===== config.mk =====
export PLATFORM = sky130hd
export DESIGN_NAME = link_sense_top
export DESIGN_NICKNAME = d
export VERILOG_FILES = /design/src/rtl/link_sense_pkg.sv /design/src/rtl/link_de_sync.sv /design/src/rtl/link_quiet_timer.sv /design/src/rtl/link_recovery_window.sv /design/src/rtl/link_sense_top.sv
export SDC_FILE = /design/constraint.sdc
export NUM_CORES = 1
export LEC_CHECK = 0
export ABC_AREA = 1
export CORE_AREA = 2 2 43 85
export CTS_CLUSTER_DIAMETER = 150
export CTS_CLUSTER_SIZE = 20
export DETAILED_ROUTE_END_ITERATION = 7
export DIE_AREA = 0 0 45 87
export GPL_TIMING_DRIVEN = 0
export PLACE_DENSITY_LB_ADDON = 0.08
export SLEW_MARGIN = 20
export SYNTH_ARGS = -nofsm -noshare
export SYNTH_HDL_FRONTEND = slang
export SYNTH_SLANG_ARGS = --single-unit

===== constraint.sdc =====
create_clock -name clk -period 2.1 [get_ports clk]
set_input_delay 0.525 -clock clk [delete_from_list [all_inputs] [get_ports clk]]
set_output_delay 0.525 -clock clk [all_outputs]
set_load 0.02 [all_outputs]

===== src/rtl/link_sense_pkg.sv =====
// Shared constants for the link activity detector: driver group indices
// and the rule deciding which groups stay powered when the link is down.
package link_sense_pkg;

    localparam int DRV_PIX_EVEN = 0;
    localparam int DRV_PIX_ODD  = 1;
    localparam int DRV_OCLK     = 2;
    localparam int DRV_HSYNC    = 3;
    localparam int DRV_VSYNC    = 4;
    localparam int DRV_DE       = 5;
    localparam int DRV_CTL_HI   = 6;
    localparam int DRV_CTL1     = 7;
    localparam int DRV_DETECT   = 8;
    localparam int DRV_W        = 9;

    // Groups whose drivers ignore the link state.
    function automatic logic keeps_on(input int idx);
        return (idx == DRV_CTL1) || (idx == DRV_DETECT);
    endfunction

endpackage


===== src/rtl/link_de_sync.sv =====
// Brings the data-enable strobe into the pixel clock domain and flags
// each change of level.
// Assumes de_in changes at most once per clock period.
// Reset clears the shift chain to low.
module link_de_sync #(
    parameter int SYNC_STAGES = 2
) (
    input  logic clk,
    input  logic rst_n,
    input  logic de_in,
    output logic de_edge
);

    localparam int CHAIN_W = SYNC_STAGES + 1;

    logic [CHAIN_W-1:0] chain;

    // Shift chain: SYNC_STAGES synchronizer flops plus one history flop.
    always_ff @(posedge clk) begin
        if (!rst_n) chain <= '0;
        else        chain <= {chain[CHAIN_W-2:0], de_in};
    end

    assign de_edge = chain[CHAIN_W-1] ^ chain[CHAIN_W-2];

endmodule


===== src/rtl/link_quiet_timer.sv =====
// Counts clocks with no data-enable transition while the link is up.
// Pulses expire on the clock that completes LIMIT quiet clocks.
// Assumes run drops on the clock after expire.
module link_quiet_timer #(
    parameter int unsigned LIMIT = 1000000
) (
    input  logic clk,
    input  logic rst_n,
    input  logic run,
    input  logic evt,
    output logic expire
);

    localparam int CW = $clog2(LIMIT + 1);
    localparam logic [CW-1:0] LAST = CW'(LIMIT - 1);

    logic [CW-1:0] cnt;

    // Quiet counter: cleared by any transition or while idle.
    always_ff @(posedge clk) begin
        if (!rst_n || !run || evt) cnt <= '0;
        else if (cnt == LAST)      cnt <= '0;
        else                       cnt <= cnt + 1'b1;
    end

    assign expire = run && !evt && (cnt == LAST);

    assert_restart_R4: assert property (@(posedge clk) disable iff (!rst_n)
        (run && evt) |=> (cnt == '0));

    assert_count_bound_R5: assert property (@(posedge clk) disable iff (!rst_n)
        cnt <= LAST);

endmodule


===== src/rtl/link_recovery_window.sv =====
// While the link is down, arms on one transition and reports a pair when
// a second transition arrives no more than LIMIT clocks later.
// A window that runs out disarms, and the next transition re-arms it.
module link_recovery_window #(
    parameter int unsigned LIMIT = 1024
) (
    input  logic clk,
    input  logic rst_n,
    input  logic enable,
    input  logic evt,
    output logic pair_seen
);

    localparam int WW = $clog2(LIMIT + 1);
    localparam logic [WW-1:0] LAST = WW'(LIMIT - 1);

    logic          armed;
    logic [WW-1:0] wcnt;

    // Window state: arm on first transition, age, disarm at the far end.
    always_ff @(posedge clk) begin
        if (!rst_n || !enable) begin
            armed <= 1'b0;
            wcnt  <= '0;
        end else if (evt) begin
            armed <= !armed;
            wcnt  <= '0;
        end else if (armed) begin
            if (wcnt == LAST) begin
                armed <= 1'b0;
                wcnt  <= '0;
            end else begin
                wcnt <= wcnt + 1'b1;
            end
        end
    end

    assign pair_seen = enable && armed && evt;

    assert_window_bound_R6: assert property (@(posedge clk) disable iff (!rst_n)
        wcnt <= LAST);

    assert_arm_source_R7: assert property (@(posedge clk) disable iff (!rst_n)
        $rose(armed) |-> $past(evt && enable));

endmodule


===== src/rtl/link_sense_top.sv =====
// Link activity detector. Holds the link state flag and expands it into
// the driver-enable mask.
// Assumes de_in is low during reset.
module link_sense_top
    import link_sense_pkg::*;
#(
    parameter int unsigned QUIET_CYCLES  = 1000000,
    parameter int unsigned WINDOW_CYCLES = 1024,
    parameter int          SYNC_STAGES   = 2
) (
    input  logic             clk,
    input  logic             rst_n,
    input  logic             de_in,
    output logic             link_detect,
    output logic [DRV_W-1:0] drv_en
);

    logic edge_seen;
    logic expire;
    logic pair_seen;
    logic link_up;

    link_de_sync #(.SYNC_STAGES(SYNC_STAGES)) sync_i (
        .clk     (clk),
        .rst_n   (rst_n),
        .de_in   (de_in),
        .de_edge (edge_seen)
    );

    link_quiet_timer #(.LIMIT(QUIET_CYCLES)) quiet_i (
        .clk    (clk),
        .rst_n  (rst_n),
        .run    (link_up),
        .evt    (edge_seen),
        .expire (expire)
    );

    link_recovery_window #(.LIMIT(WINDOW_CYCLES)) window_i (
        .clk       (clk),
        .rst_n     (rst_n),
        .enable    (!link_up),
        .evt       (edge_seen),
        .pair_seen (pair_seen)
    );

    // Link state: dropped by the quiet timer, restored by a transition pair.
    always_ff @(posedge clk) begin
        if (!rst_n)         link_up <= 1'b0;
        else if (expire)    link_up <= 1'b0;
        else if (pair_seen) link_up <= 1'b1;
    end

    assign link_detect = link_up;

    // One enable per driver group.
    for (genvar i = 0; i < DRV_W; i++) begin : g_drv
        assign drv_en[i] = keeps_on(i) ? 1'b1 : link_up;
    end

    assert_rise_on_edge_R2: assert property (@(posedge clk) disable iff (!rst_n)
        $rose(link_up) |-> $past(edge_seen));

    assert_fall_when_quiet_R5: assert property (@(posedge clk) disable iff (!rst_n)
        $fell(link_up) |-> !$past(edge_seen));

endmodule


Word-level counts from Yosys, hierarchy flattened
Index checks and enable logic that the tools add are counted.

Shift-type cells: 0. Equal/unequal tests: 2. Reduce and logical (&&, ||, !) cells: 14. $mul: 0. Order comparisons: 0. Muxes and demuxes: 4. Add/subtract/negate cells: 2. Div/mod/pow operators: 0. Bitwise operators: 2.

Operators with widths (count): $add A20 B1 Y20 const B (1); $eq A20 B20 Y1 const B (1); $add A11 B1 Y11 const B (1); $eq A11 B10 Y1 const B (1); $mux W11 (1); $reduce_or A2 Y1 (3); $logic_and A1 B1 Y1 (4); $logic_not A1 Y1 (4); $logic_or A1 B1 Y1 (3); $mux W1 (3); $not A1 Y1 (1); $xor A1 B1 Y1 (1).

Register bits after elaboration: 36. RAM bits: 0. Bits of input ports: 3. Bits in latches: 0. Logic and storage cells: 29. Memories kept: 0. Memory bits (read-only): 0.

Longest topological paths before layout
Depth in word-level cells: 5. Depth in mapped cells: 8.

By module
Synthesis repeated with hierarchy kept, for this count alone.

Cells, all modules: 281. Area, all modules: 1949.4 um2.

By module, submodules not included: link_quiet_timer (instances 1, seq. area each 400.4 um2, area an instance 1111.1 um2, cells an instance 165); link_recovery_window (instances 1, seq. area each 240.2 um2, area an instance 626.9 um2, cells an instance 86); link_sense_top (instances 1, seq. area each 20.0 um2, area an instance 110.1 um2, cells an instance 16); link_de_sync (instances 1, seq. area each 60.1 um2, area an instance 101.3 um2, cells an instance 14).

Least setup slack after synthesis
No wires, ideal clock.

Kind: register -> register. Start point: reg quiet_i.cnt[0]. End point: reg link_up, in the netlist link_detect. Slack: 0.774 ns. Stages on the path, launching flop included: 9. Library setup time: 0.109 ns. Period minus slack after synthesis: 1.326 ns. Arrival: 1.217 ns. Buffers on the path: 0. Cell sequence: dfxtp_1 -> ha_1 -> nand3_2 -> nor2_2 -> nand2_2 -> nor3_2 -> nand2_1 -> nand2_1 -> inv_1.

Word-level cells in the longest chain between the ends: 3.

Ends and longest elaborated chain: start, declared (RTL line link_quiet_timer.sv:17) `logic [CW-1:0] cnt;`; start signal, assigned (RTL line link_quiet_timer.sv:23) `else cnt <= cnt + 1'b1;`; $eq A20 B20 Y1 (RTL line link_quiet_timer.sv:26) `assign expire = run && !evt && (cnt == LAST);`; $logic_and A1 B1 Y1 (RTL line link_quiet_timer.sv:26); $reduce_or A2 Y1 (no source line); end signal, assigned (RTL line link_sense_top.sv:48) `if (!rst_n) link_up <= 1'b0;`; end signal, assigned (RTL line link_sense_top.sv:49) `else if (expire) link_up <= 1'b0;`; end signal, assigned (RTL line link_sense_top.sv:50) `else if (pair_seen) link_up <= 1'b1;`; end, declared (RTL line link_sense_top.sv:21) `logic link_up;`.

No other way between the ends. A chain may end at the register's enable or synchronous reset.

Final worst setup path
Start point: reg link_up, in the netlist link_detect. End point: out drv_en[1].

RTL lines: end, declared (RTL line link_sense_top.sv:15) `output logic [DRV_W-1:0] drv_en`.

No word-level cell between the ends.

==> flow_summary.toml <==
[clock_network]
clk_latency_ns = 0.29
cts.sinks = 36
clock_path_buffers = 2
cts_made_buffers = 5
cts_setup_buffers = 0
cts_tree = "yes"
cts.clk_slew.worst_paths_ns = 0.07
cts.htree.levels = 2
clockRootBuffer = "clkbuf_8"

[grt]
grt_pass1_wl_microns = 6200
grt_pass1_vias = 1493
grt_max_degree = 11
overflow = 0
grt_util_all_layers_pct = 20.8
antenna_found_initial = 0

[finish]
nNetsFinal = 298
fillers = 331
drive_gt1_share_pct = 11.9
utilization_pct = 64.2
area_delta_synth_final_pct = 12.5
num_antenna_cells = 0

[timing]
setup_viol = 0
fin_tns_setup_ns = 0
min_period_ns = 1.95
period_share_pct = 93.0
finalHoldViolations = 0
fmax_mhz = 512
rsz0062_at_grt = "no"
drv_slew = 0
finClkSkew_ns = 0.00924

[yosys]
synth_area_sq_um = 1890
synth_mux_area_share_pct = 0
ys_seq_area_share_pct = 38.2
synth-xor-area-share_pct = 4.18
synth_seq_cells = 36
netlist_instances = 275
synth.avg_cell_area_sq_um = 6.86
synth-simple-area-share_pct = 36.5
synth_cell_types = 24
synth_warnings = 0
synth_top_family_by_area = "simple AND/OR/NAND/NOR gates"
synth_fa_ha_area_share_pct = 1.33
synth_compound_area_share_pct = 8.49

[route]
drc_errors = 0
num_vias = 1674
viasPerCell = 5.13
drtIter0Drc = 42
ant_nets = 0
dr.pass1.iters = 4
wl_per_cell_microns = 11.1
wirelength_microns = 3630

[placement]
dp_hpwl_microns = 2770
io_buffers = 10
finalWeightedCongestion = 0.912

[pwr]
peakVddDrop_mv = 0.461
cellLeakagePower_nw = 0.703
p_per_area_nw_per_um2 = 592

[job]
cap_violations = 0

[worst_setup_path]
crit_chain = "buf_4, clkdlybuf4s50_1"
critPathMaxStageDelay_ns = 0.59
end_kind = "primary output"
path_buf_inv = 2
cp-start-kind = "flop"
crit_arrival_ns = 1.43
critPathMaxFanout = 10
critPathRequiredTime_ns = 1.57
crit_type = "reg2out"
crit_slowest_cell = "clkdlybuf4s50_1"
crit_family = "buffers and inverters"

[floorplan]
rows = 30
dieHeight_microns = 87
core_sq_um = 3300
ioPinCount = 13
die_w_microns = 45
initial_utilization_pct = 57.1
dieArea_sq_um = 3920

[outcome]
outcome = "finished, final reports clean"

[hold_path]
hold_path_class = "reg2reg"
[routing by layer]
metal / vias up / global-route usage, % / share of wire (%) / wire (microns)
li1: 898 / - / - / -
met1: 737 / 26.9 / 47 / 1690
met2: 32 / 31.4 / 48 / 1750
met3: 7 / 4.77 / 3.2 / 117
met4: 0 / 10.7 / 2.0 / 74
met5: - / 0 / 0 / 0
[kinds of logic after synthesis]
family,after synthesis
xor+xnor,9
buf+inv,45
flops,36
fa+ha+maj,2
compound gates,31
simple gates,151
other cells,1
[flip-flops by register name, summed over array words and instances (netlist names)]
name	count
quiet_i.cnt	20
window_i.wcnt	11
sync_i.chain	3
link_detect	1
window_i.armed	1
[worst register-to-register path, stage by stage, from the launching register on]
cell and delay (ns):
dfxtp_1 0.37, ha_1 0.25, nand3_2 0.16, nor2_2 0.21
nand2_2 0.09, nor3_2 0.20, nand2_1 0.07, nand2_1 0.06
inv_1 0.03
[synth_stat cells, drive strengths merged]
cell / n / share of area, %
conb: 1 / 0.20
and2: 1 / 0.40
xor2: 6 / 2.8
xnor2: 3 / 1.4
nand3: 19 / 5.8
nor2: 45 / 10
nor3: 7 / 2.7
nand4: 9 / 3.0
dfxtp: 36 / 38
nand2: 68 / 14
o21ai: 8 / 2.1
o211ai: 1 / 0.40
buf: 11 / 4.4
inv: 34 / 6.8
ha: 2 / 1.3
or2: 2 / 0.66
a21boi: 1 / 0.40
a21oi: 21 / 5.6
[worst paths after layout]
| path | startpoint | endpoint | slack (ns) | cells after the start |
|---|---|---|---|---|
| max | link_detect$_SDFFE_PP0P_ | drv_en[1] | 0.15 | 2 |
| min | sync_i.chain[0]$_SDFF_PN0_ | sync_i.chain[1]$_SDFF_PN0_ | 0.41 | 2 |
| max reg2reg | quiet_i.cnt[0]$_SDFF_PP0_ | link_detect$_SDFFE_PP0P_ | 0.57 | 8 |
| min reg2reg | sync_i.chain[0]$_SDFF_PN0_ | sync_i.chain[1]$_SDFF_PN0_ | 0.41 | 2 |
[repair_timing]
| action | 4_1_cts | 5_1_grt |
|---|---|---|
| hold buffers | 0 | 0 |
| hold endpoints to repair | 0 | 0 |
| gates resized for setup | 0 | 1 |
| setup endpoints to repair | 0 | 7 |
[area by class of cell]
cell class,count,area [sq um],area share (%)
buffer,11,82.6,3.89
clock buffer,8,90.1,4.25
inverter,34,128,6.01
multi-input combinational,195,960,45.2
sequential,36,722,34.0
tap,32,40.0,1.89
timing repair buffer,10,100,4.72
[through the flow]
| stage | cell area, sq um | hold slack [ns] | instances | setup slack (ns) | power, mW |
|---|---|---|---|---|---|
| 3_5_place_dp | 2030 | 0.406 | 318 | 0.101 | 0.770 |
| 5_1_grt | 2120 | 0.436 | 326 | 0.0761 | 1.30 |
| 6_report | 2120 | 0.413 | 326 | 0.147 | 1.26 |
| 3_3_place_gp | 2030 | 0.394 | 318 | 0.167 | 0.769 |
| 4_1_cts | 2120 | 0.422 | 326 | 0.00480 | 1.27 |
| 2_1_floorplan | 1890 | 0.390 | 276 | 0.774 | 0.749 |
[where the power goes]
group          leakage, nW  internal (mW)  switching (mW)  total [mW]
clock               0.0455          0.268           0.235       0.502
sequential           0.291          0.689         0.00786       0.697
combinational        0.366         0.0236          0.0333      0.0569
total                0.703          0.980           0.276        1.26
[cells in the final DEF, fill, tap and decap left out]
cell / n
nor2_2: 2
and2_2: 1
xnor2_1: 3
dfxtp_1: 35
a21boi_0: 1
nor2_4: 2
nor2_1: 41
nor3_2: 3
ha_1: 2
nand3_2: 3
dfxtp_2: 1
or2_2: 2
clkbuf_8: 6
xor2_1: 6
nand3_1: 16
inv_2: 1
clkdlybuf4s50_1: 10
o211ai_1: 1
a21oi_1: 21
nand2_2: 3
o21ai_0: 8
inv_1: 33
buf_4: 11
nand2_1: 65
conb_1: 2
clkbuf_1: 2
nand4_1: 9
nor3_1: 4
Note: power is estimated with default switching activity, not from simulation.
